File: src/rtl/fpv_pkg.sv
package fpv_pkg;

    typedef enum logic [1:0] {
        PW_Z1 = 2'd0,
        PW_Z2 = 2'd1,
        PW_Z3 = 2'd2
    } pw_e;

    typedef enum logic [3:0] {
        ST_IDLE,
        ST_SWE_ON,
        ST_PROG_WR,
        ST_PROG_PULSE,
        ST_PV_SET,
        ST_V_DUMMY,
        ST_V_WAIT,
        ST_V_READ,
        ST_V_CHECK,
        ST_PV_CLR,
        ST_ADD_WR,
        ST_ADD_PULSE,
        ST_DECIDE,
        ST_SWE_OFF
    } st_e;

endpackage

File: src/rtl/fpv_dwell_timer.sv
module fpv_dwell_timer #(
    parameter int CW = 8
) (
    input  logic          clk,
    input  logic          rst_n,
    input  logic          restart,
    output logic [CW-1:0] count
);
    // Cycles spent in the current state; saturates.
    always_ff @(posedge clk or negedge rst_n) begin
        if (!rst_n)
            count <= '0;
        else if (restart)
            count <= '0;
        else if (count != '1)
            count <= count + 1'b1;
    end
endmodule

File: src/rtl/fpv_page_buf.sv
module fpv_page_buf #(
    parameter int BYTES = 128,
    parameter int IDX_W = 7
) (
    input  logic             clk,
    input  logic             ld_en,
    input  logic [IDX_W-1:0] ld_idx,
    input  logic [7:0]       ld_data,
    input  logic             upd_en,
    input  logic [IDX_W-1:0] upd_idx,
    input  logic [7:0]       upd_rep,
    input  logic [7:0]       upd_add,
    input  logic [IDX_W-1:0] rd_idx,
    output logic [7:0]       prog_q,
    output logic [7:0]       rep_q,
    output logic [7:0]       add_q
);
    logic [7:0] prog_mem [BYTES];
    logic [7:0] rep_mem  [BYTES];
    logic [7:0] add_mem  [BYTES];

    always_ff @(posedge clk) begin
        if (ld_en) prog_mem[ld_idx] <= ld_data;
    end

    always_ff @(posedge clk) begin
        if (ld_en)
            rep_mem[ld_idx] <= ld_data;
        else if (upd_en)
            rep_mem[upd_idx] <= upd_rep;
    end

    always_ff @(posedge clk) begin
        if (upd_en) add_mem[upd_idx] <= upd_add;
    end

    assign prog_q = prog_mem[rd_idx];
    assign rep_q  = rep_mem[rd_idx];
    assign add_q  = add_mem[rd_idx];
endmodule

File: src/rtl/fpv_page_ctrl.sv
module fpv_page_ctrl
    import fpv_pkg::*;
#(
    parameter int PAGE_BYTES = 128,
    parameter int PAGE_W     = 4,
    parameter int AT_W       = 10,
    parameter int Z1_LIMIT   = 6,
    parameter int DEF_MAX    = 1000,
    parameter int T_X        = 4,
    parameter int T_THETA    = 3,
    parameter int T_GAMMA    = 2,
    parameter int T_EPS      = 2,
    parameter int T_ETA      = 2,
    parameter int IDX_W      = $clog2(PAGE_BYTES)
) (
    input  logic                    clk,
    input  logic                    rst_n,
    input  logic                    ld_en,
    input  logic [IDX_W-1:0]        ld_idx,
    input  logic [7:0]              ld_data,
    input  logic                    start,
    input  logic [PAGE_W-1:0]       page_sel,
    input  logic [AT_W-1:0]         max_attempts,
    output logic [PAGE_W+IDX_W-1:0] fl_addr,
    output logic [7:0]              fl_wdata,
    output logic                    fl_we,
    output logic                    fl_re,
    input  logic [7:0]              fl_rdata,
    output logic                    pulse_req,
    output logic [1:0]              pulse_width,
    input  logic                    pulse_done,
    output logic                    swe_en,
    output logic                    pv_en,
    output logic                    busy,
    output logic                    done,
    output logic                    fail
);
    localparam int               TCW  = 8;
    localparam logic [IDX_W-1:0] LAST = IDX_W'(PAGE_BYTES - 1);

    st_e               state_q, state_d;
    logic [IDX_W-1:0]  idx_q;
    logic [AT_W-1:0]   att_q;
    logic [PAGE_W-1:0] sel_q;
    logic              miss_q, done_q, fail_q;
    logic [TCW-1:0]    t_cnt;
    logic [AT_W-1:0]   max_eff;
    logic [7:0]        prog_q, rep_q, add_q;
    logic              last, early, mismatch;

    assign max_eff  = (max_attempts == '0) ? AT_W'(DEF_MAX) : max_attempts;
    assign last     = (idx_q == LAST);
    assign early    = (att_q <= AT_W'(Z1_LIMIT));
    assign mismatch = (fl_rdata != prog_q);

    fpv_dwell_timer #(.CW(TCW)) u_timer (
        .clk     (clk),
        .rst_n   (rst_n),
        .restart (state_d != state_q),
        .count   (t_cnt)
    );

    fpv_page_buf #(.BYTES(PAGE_BYTES), .IDX_W(IDX_W)) u_buf (
        .clk     (clk),
        .ld_en   (ld_en && (state_q == ST_IDLE)),
        .ld_idx  (ld_idx),
        .ld_data (ld_data),
        .upd_en  (state_q == ST_V_CHECK),
        .upd_idx (idx_q),
        .upd_rep (prog_q | ~fl_rdata),
        .upd_add (prog_q | fl_rdata),
        .rd_idx  (idx_q),
        .prog_q  (prog_q),
        .rep_q   (rep_q),
        .add_q   (add_q)
    );

    // Next-state logic
    always_comb begin
        state_d = state_q;
        unique case (state_q)
            ST_IDLE:       if (start) state_d = ST_SWE_ON;
            ST_SWE_ON:     if (t_cnt == TCW'(T_X - 1)) state_d = ST_PROG_WR;
            ST_PROG_WR:    if (last) state_d = ST_PROG_PULSE;
            ST_PROG_PULSE: if (pulse_done) state_d = ST_PV_SET;
            ST_PV_SET:     if (t_cnt == TCW'(T_GAMMA - 1)) state_d = ST_V_DUMMY;
            ST_V_DUMMY:    state_d = ST_V_WAIT;
            ST_V_WAIT:     if (t_cnt == TCW'(T_EPS - 1)) state_d = ST_V_READ;
            ST_V_READ:     state_d = ST_V_CHECK;
            ST_V_CHECK:    state_d = last ? ST_PV_CLR : ST_V_DUMMY;
            ST_PV_CLR:     if (t_cnt == TCW'(T_ETA - 1))
                               state_d = early ? ST_ADD_WR : ST_DECIDE;
            ST_ADD_WR:     if (last) state_d = ST_ADD_PULSE;
            ST_ADD_PULSE:  if (pulse_done) state_d = ST_DECIDE;
            ST_DECIDE:     state_d = (!miss_q || att_q >= max_eff) ? ST_SWE_OFF : ST_PROG_WR;
            ST_SWE_OFF:    if (t_cnt == TCW'(T_THETA - 1)) state_d = ST_IDLE;
            default:       state_d = ST_IDLE;
        endcase
    end

    // State register
    always_ff @(posedge clk or negedge rst_n) begin
        if (!rst_n) state_q <= ST_IDLE;
        else        state_q <= state_d;
    end

    // Datapath registers
    always_ff @(posedge clk or negedge rst_n) begin
        if (!rst_n) begin
            idx_q  <= '0;
            att_q  <= '0;
            sel_q  <= '0;
            miss_q <= 1'b0;
            done_q <= 1'b0;
            fail_q <= 1'b0;
        end else begin
            unique case (state_q)
                ST_IDLE: if (start) begin
                    idx_q  <= '0;
                    att_q  <= AT_W'(1);
                    sel_q  <= page_sel;
                    miss_q <= 1'b0;
                    done_q <= 1'b0;
                    fail_q <= 1'b0;
                end
                ST_PROG_WR, ST_ADD_WR: idx_q <= idx_q + 1'b1;
                ST_PROG_PULSE: if (pulse_done) miss_q <= 1'b0;
                ST_V_CHECK: begin
                    idx_q <= idx_q + 1'b1;
                    if (mismatch) miss_q <= 1'b1;
                end
                ST_DECIDE: if (miss_q && att_q < max_eff) att_q <= att_q + 1'b1;
                ST_SWE_OFF: if (t_cnt == TCW'(T_THETA - 1)) begin
                    done_q <= !miss_q;
                    fail_q <= miss_q;
                end
                default: ;
            endcase
        end
    end

    // Outputs
    always_comb begin
        fl_addr     = {sel_q, idx_q};
        fl_wdata    = 8'hFF;
        fl_we       = 1'b0;
        fl_re       = 1'b0;
        pulse_req   = 1'b0;
        pulse_width = PW_Z1;
        swe_en      = 1'b1;
        pv_en       = 1'b0;
        unique case (state_q)
            ST_IDLE, ST_SWE_OFF: swe_en = 1'b0;
            ST_PROG_WR: begin
                fl_we    = 1'b1;
                fl_wdata = rep_q;
            end
            ST_ADD_WR: begin
                fl_we    = 1'b1;
                fl_wdata = add_q;
            end
            ST_PROG_PULSE: begin
                pulse_req   = 1'b1;
                pulse_width = early ? PW_Z1 : PW_Z2;
            end
            ST_ADD_PULSE: begin
                pulse_req   = 1'b1;
                pulse_width = PW_Z3;
            end
            ST_PV_SET, ST_V_WAIT, ST_V_CHECK: pv_en = 1'b1;
            ST_V_DUMMY: begin
                pv_en = 1'b1;
                fl_we = 1'b1;
            end
            ST_V_READ: begin
                pv_en = 1'b1;
                fl_re = 1'b1;
            end
            default: ;
        endcase
    end

    assign busy = (state_q != ST_IDLE);
    assign done = done_q;
    assign fail = fail_q;
endmodule

File: config.mk
export PLATFORM = sky130hd
export DESIGN_NAME = fpv_page_ctrl
export DESIGN_NICKNAME = d
export VERILOG_FILES = /design/src/rtl/fpv_pkg.sv /design/src/rtl/fpv_dwell_timer.sv /design/src/rtl/fpv_page_buf.sv /design/src/rtl/fpv_page_ctrl.sv
export SDC_FILE = /design/constraint.sdc
export NUM_CORES = 2
export LEC_CHECK = 0
export BUFFER_PORTS_ARGS = -buffer_cell sky130_fd_sc_hd__clkbuf_2
export CORE_MARGIN = 1
export CORE_UTILIZATION = 35
export DETAILED_ROUTE_END_ITERATION = 12
export PLACE_DENSITY = 0.54
export SKIP_CTS_REPAIR_TIMING = 1
export SLEW_MARGIN = 10
export SYNTH_ARGS = -nofsm -noshare
export SYNTH_HDL_FRONTEND = slang
export SYNTH_SLANG_ARGS = --single-unit
File: constraint.sdc
create_clock -name clk -period 18.9 [get_ports clk]
set_input_delay 4.725 -clock clk [delete_from_list [all_inputs] [get_ports clk]]
set_output_delay 4.725 -clock clk [all_outputs]
set_load 0.01 [all_outputs]
==> qor.csv <==
stage;metric;value;unit
clock_network;CTS Sinks;3108;
yosys;number of synthesis warnings;0;
job;number of max-capacitance violations reported;1;
clock_network;clock tree from TritonCTS;done;
clock_network;count of H-tree levels built during CTS;5;
final_layout;Total Nets Final;7260;
drt;DR WL/cell;35.0;um
timing;unrepaired setup endpoints after global routing;no;
drt;Total Routed Length;421000;um
drt;# DRC;0;
yosys;EDFF count, synth;3072;
clock_network;CTS Buf Count;332;
die;core area;343000;um^2
setup_path;maximum fanout along the worst path;89;
drt;First-pass DRT Iterations;8;
die;total die area;347000;um^2
final_layout;Layout Area Growth over Synthesis;13.6;%
timing;total of endpoints with negative setup slack in the final report;0;
setup_path;category of the worst setup path capture point;primary output;
timing;tightest slew margin relative to the limit;0.887;%
timing;number of max-slew violations in the final report;0;
drt;via count;72418;
global_routing;vias in the first global route;69508;
timing;highest clock rate;86.9;MHz
yosys;cell area after synthesis;120000;um^2
timing;Final min period;11.51;ns
setup_path;Startpoint Class;flip-flop;
setup_path;CP required;14.18;ns
yosys;primary flip-flop cell chosen by synthesis mapping;sky130_fd_sc_hd__edfxtp_1;
pwr;leak pwr;41.4;nW
yosys;register area share after synthesis;77.3;%
die;total I/O pin count;71;
global_routing;global router's overall resource usage;23.6;%
die;Die X-Extent;589;um
setup_path;worst-case register-to-register setup slack;10.88;ns
place;Port Buffers;70;
drt;ratio of routed vias to standard cells;6.02;
place;post-detail-place hpwl;248000;um
setup_path;classification of the worst setup path;reg -> out;
global_routing;initial antenna violation count;28;
final_layout;final design area excluding fillers;137000;um^2
final_layout;Final Non-Filler Cells;12020;
clock_network;clock transition at the registers of the reported paths;0.06;ns
clock_network;clock root buffer;sky130_fd_sc_hd__clkbuf_16;
die;Initial Utilization;35.2;%
run_status;result of the run;finished, violations left;
timing;crit share post-route;60.9;%
run_status;failing checks;capacitance limit;
clock_network;maximum count of clock buffers along a single path;4;
yosys;synthesis-stage register bit count;3108;
yosys;post-synthesis net count;7130;
global_routing;pin count of the biggest net entering global routing;106;
setup_path;number of cell instances on the worst register-to-register path;15;
die;Die Y;589;um
timing;hold violation total from the final report;0;
timing;worst clock skew;0.0865;ns
final_layout;layout cells sized above 1;15.3;%
setup_path;capture point of the worst path;fl_wdata[4];
place;gpl congestion;0.885;
die;cell row count;215;
final_layout;filler cell count in the final layout;30822;
pwr;IR Drop Worst-Case VDD;0.000134;V
drt;number of nets still failing antenna checks after routing;0;
clock_network;latest clock arrival within the worst-skew pair;0.97;ns
global_routing;global route overflow;0;
yosys;gate count of the mapped netlist;7056;
hold_path;worst hold-check path type;reg -> reg;
pwr;Pwr Density;147;nW/um^2
yosys;number of library cell types mapped by synthesis;87;
global_routing;wire length of the first global-routing pass;576000;um
setup_path;Reg-to-Reg End;u_buf.rep_mem[71][3];
place;area post-placement;126000;um^2
setup_path;start of the worst register-to-register path;idx_q[0];
setup_path;data arrival at the endpoint of the critical path;6.78;ns
yosys;Post-Synthesis Mean Instance Area;17.1;um^2
yosys;share of flip-flops with an asynchronous set or reset after synthesis;1.16;%
drt;DR iter-0 viols;10726;
timing;final setup TNS;0;ns
place;Post-Place Cells;11409;
timing;slew at the pin with the worst max-slew slack;1.47;ns
setup_path;startpoint of the worst setup timing path;idx_q[0];
pwr;total power;0.0201;W
## cells in the mapped netlist (25+ instances only)
master	n	area, um^2
sky130_fd_sc_hd__edfxtp_1	3072	92200
sky130_fd_sc_hd__nor2_1	579	2170
sky130_fd_sc_hd__a22oi_1	463	3480
sky130_fd_sc_hd__a221oi_1	306	2680
sky130_fd_sc_hd__nand2_1	257	965
sky130_fd_sc_hd__mux2_2	231	2600
sky130_fd_sc_hd__a21oi_1	216	1080
sky130_fd_sc_hd__buf_2	215	1080
sky130_fd_sc_hd__mux2i_1	212	2120
sky130_fd_sc_hd__o21ai_0	165	826
sky130_fd_sc_hd__clkbuf_1	138	518
sky130_fd_sc_hd__a22o_1	122	1070
sky130_fd_sc_hd__a31oi_1	104	651
sky130_fd_sc_hd__mux4_2	63	1420
sky130_fd_sc_hd__nand3_1	59	295
sky130_fd_sc_hd__a221o_1	57	571
sky130_fd_sc_hd__buf_1	57	214
sky130_fd_sc_hd__buf_4	49	368
sky130_fd_sc_hd__nand4_1	41	257
sky130_fd_sc_hd__inv_1	39	146
sky130_fd_sc_hd__o211ai_1	37	278
sky130_fd_sc_hd__dfrtp_1	36	901
sky130_fd_sc_hd__ha_1	32	400
sky130_fd_sc_hd__o221ai_1	32	280
sky130_fd_sc_hd__nor4_1	30	188
sky130_fd_sc_hd__buf_6	29	327
sky130_fd_sc_hd__o22ai_1	29	181
sky130_fd_sc_hd__a211oi_1	28	210
sky130_fd_sc_hd__nor3_1	26	130
sky130_fd_sc_hd__o2bb2ai_1	25	219
## logic make-up (layout without fill, tap and decap cells)
| group | count (synthesis) | in the layout | share of synthesized area [%] |
|---|---|---|---|
| buffers and inverters | 528 | 928 | 2.20 |
| DFF | 3108 | 3108 | 77.3 |
| muxes | 508 | 508 | 5.12 |
| AOI/OAI and AO/OA | 1740 | 1740 | 10.8 |
| and+or+nand+nor | 1130 | 1130 | 4.20 |
| xor gates and xnor gates | 10 | 10 | 0.0727 |
| adders and majority gates | 32 | 32 | 0.332 |
| other | 0 | 7 | 0 |
## report_power, final
group	switching (W)	total (W)	internal, W
clock	0.00280	0.00652	0.00372
sequential	0.0000919	0.00818	0.00809
combinational	0.00399	0.00540	0.00141
## stage by stage
stage | utilization, % | setup slack, ns | hold slack [ns]
after floorplan | - | 7.80 | 0.436
after global placement | 36.8 | 8.23 | 0.460
after detailed placement | 36.8 | 8.33 | 0.468
after CTS | 39.9 | 7.37 | 0.479
after global routing | 39.9 | 7.27 | 0.504
final | 39.9 | 7.39 | 0.478
## routing by layer
metal	global-route usage (%)	routed length (um)	up-vias	part of all wire, %
met2	36.5	191000	4467	45
met3	5.65	44800	807	11
li1	-	-	29149	-
met1	31.9	166000	37975	39
met5	0	129	-	0.031
met4	9.37	18800	20	4.5
## registers in the layout, summed over array words and instances (netlist names), 4 cells and up
name / count
idx_q: 7
u_buf.rep_mem: 1024
sel_q: 4
u_buf.add_mem: 1024
att_q: 10
state_q: 4
u_buf.prog_mem: 1024
u_timer.count: 8
## worst min path at each step
stage,cells past startpoint,to,from,slack [ns]
finish,1,done,miss_q,0.48
global route,2,sel_q[1],sel_q[1],0.50
CTS,1,done,miss_q,0.48
detailed placement,1,done,miss_q,0.47
global placement,2,sel_q[1],sel_q[1],0.46
floorplan,1,done,miss_q,0.44
## cell type report
cell class / instances / area [um^2] / share of cell area, %
clock inverters: 206 / 2130 / 1.55
diodes: 7 / 17.5 / 0.0128
clock buffers: 398 / 8620 / 6.30
multi-input cells: 3420 / 25000 / 18.2
inverters: 40 / 183 / 0.133
well taps: 4557 / 5700 / 4.16
flip-flops and latches: 3108 / 93200 / 68.1
repair buffers: 284 / 2110 / 1.54
## worst max-delay path, cell delays in order (launching register included)
cell and delay [ns]:
sky130_fd_sc_hd__dfrtp_4 0.68, sky130_fd_sc_hd__buf_4 0.47, sky130_fd_sc_hd__buf_12 0.50, sky130_fd_sc_hd__and3b_4 0.57, sky130_fd_sc_hd__buf_4 0.68, sky130_fd_sc_hd__a221o_1 0.27
sky130_fd_sc_hd__a221oi_1 0.06, sky130_fd_sc_hd__nor3_1 0.77, sky130_fd_sc_hd__o41ai_1 0.30, sky130_fd_sc_hd__o2111a_1 0.37, sky130_fd_sc_hd__a41oi_1 0.75, sky130_fd_sc_hd__clkbuf_2 0.27
## cell usage in the layout (no fill, tap or decap), drive strengths merged, types with 57 or more instances in the layout
cell type and instances:
a21oi 216, a221o 57, mux4 63, nor2 580, edfxtp 3072, mux2 233, nand3 59, o21ai 165
a221oi 308, clkbuf 460, nand2 257, mux2i 212, a22o 122, a22oi 463, a31oi 104, clkinv 145
buf 222
No activity file was read; power rests on OpenSTA's default activity.
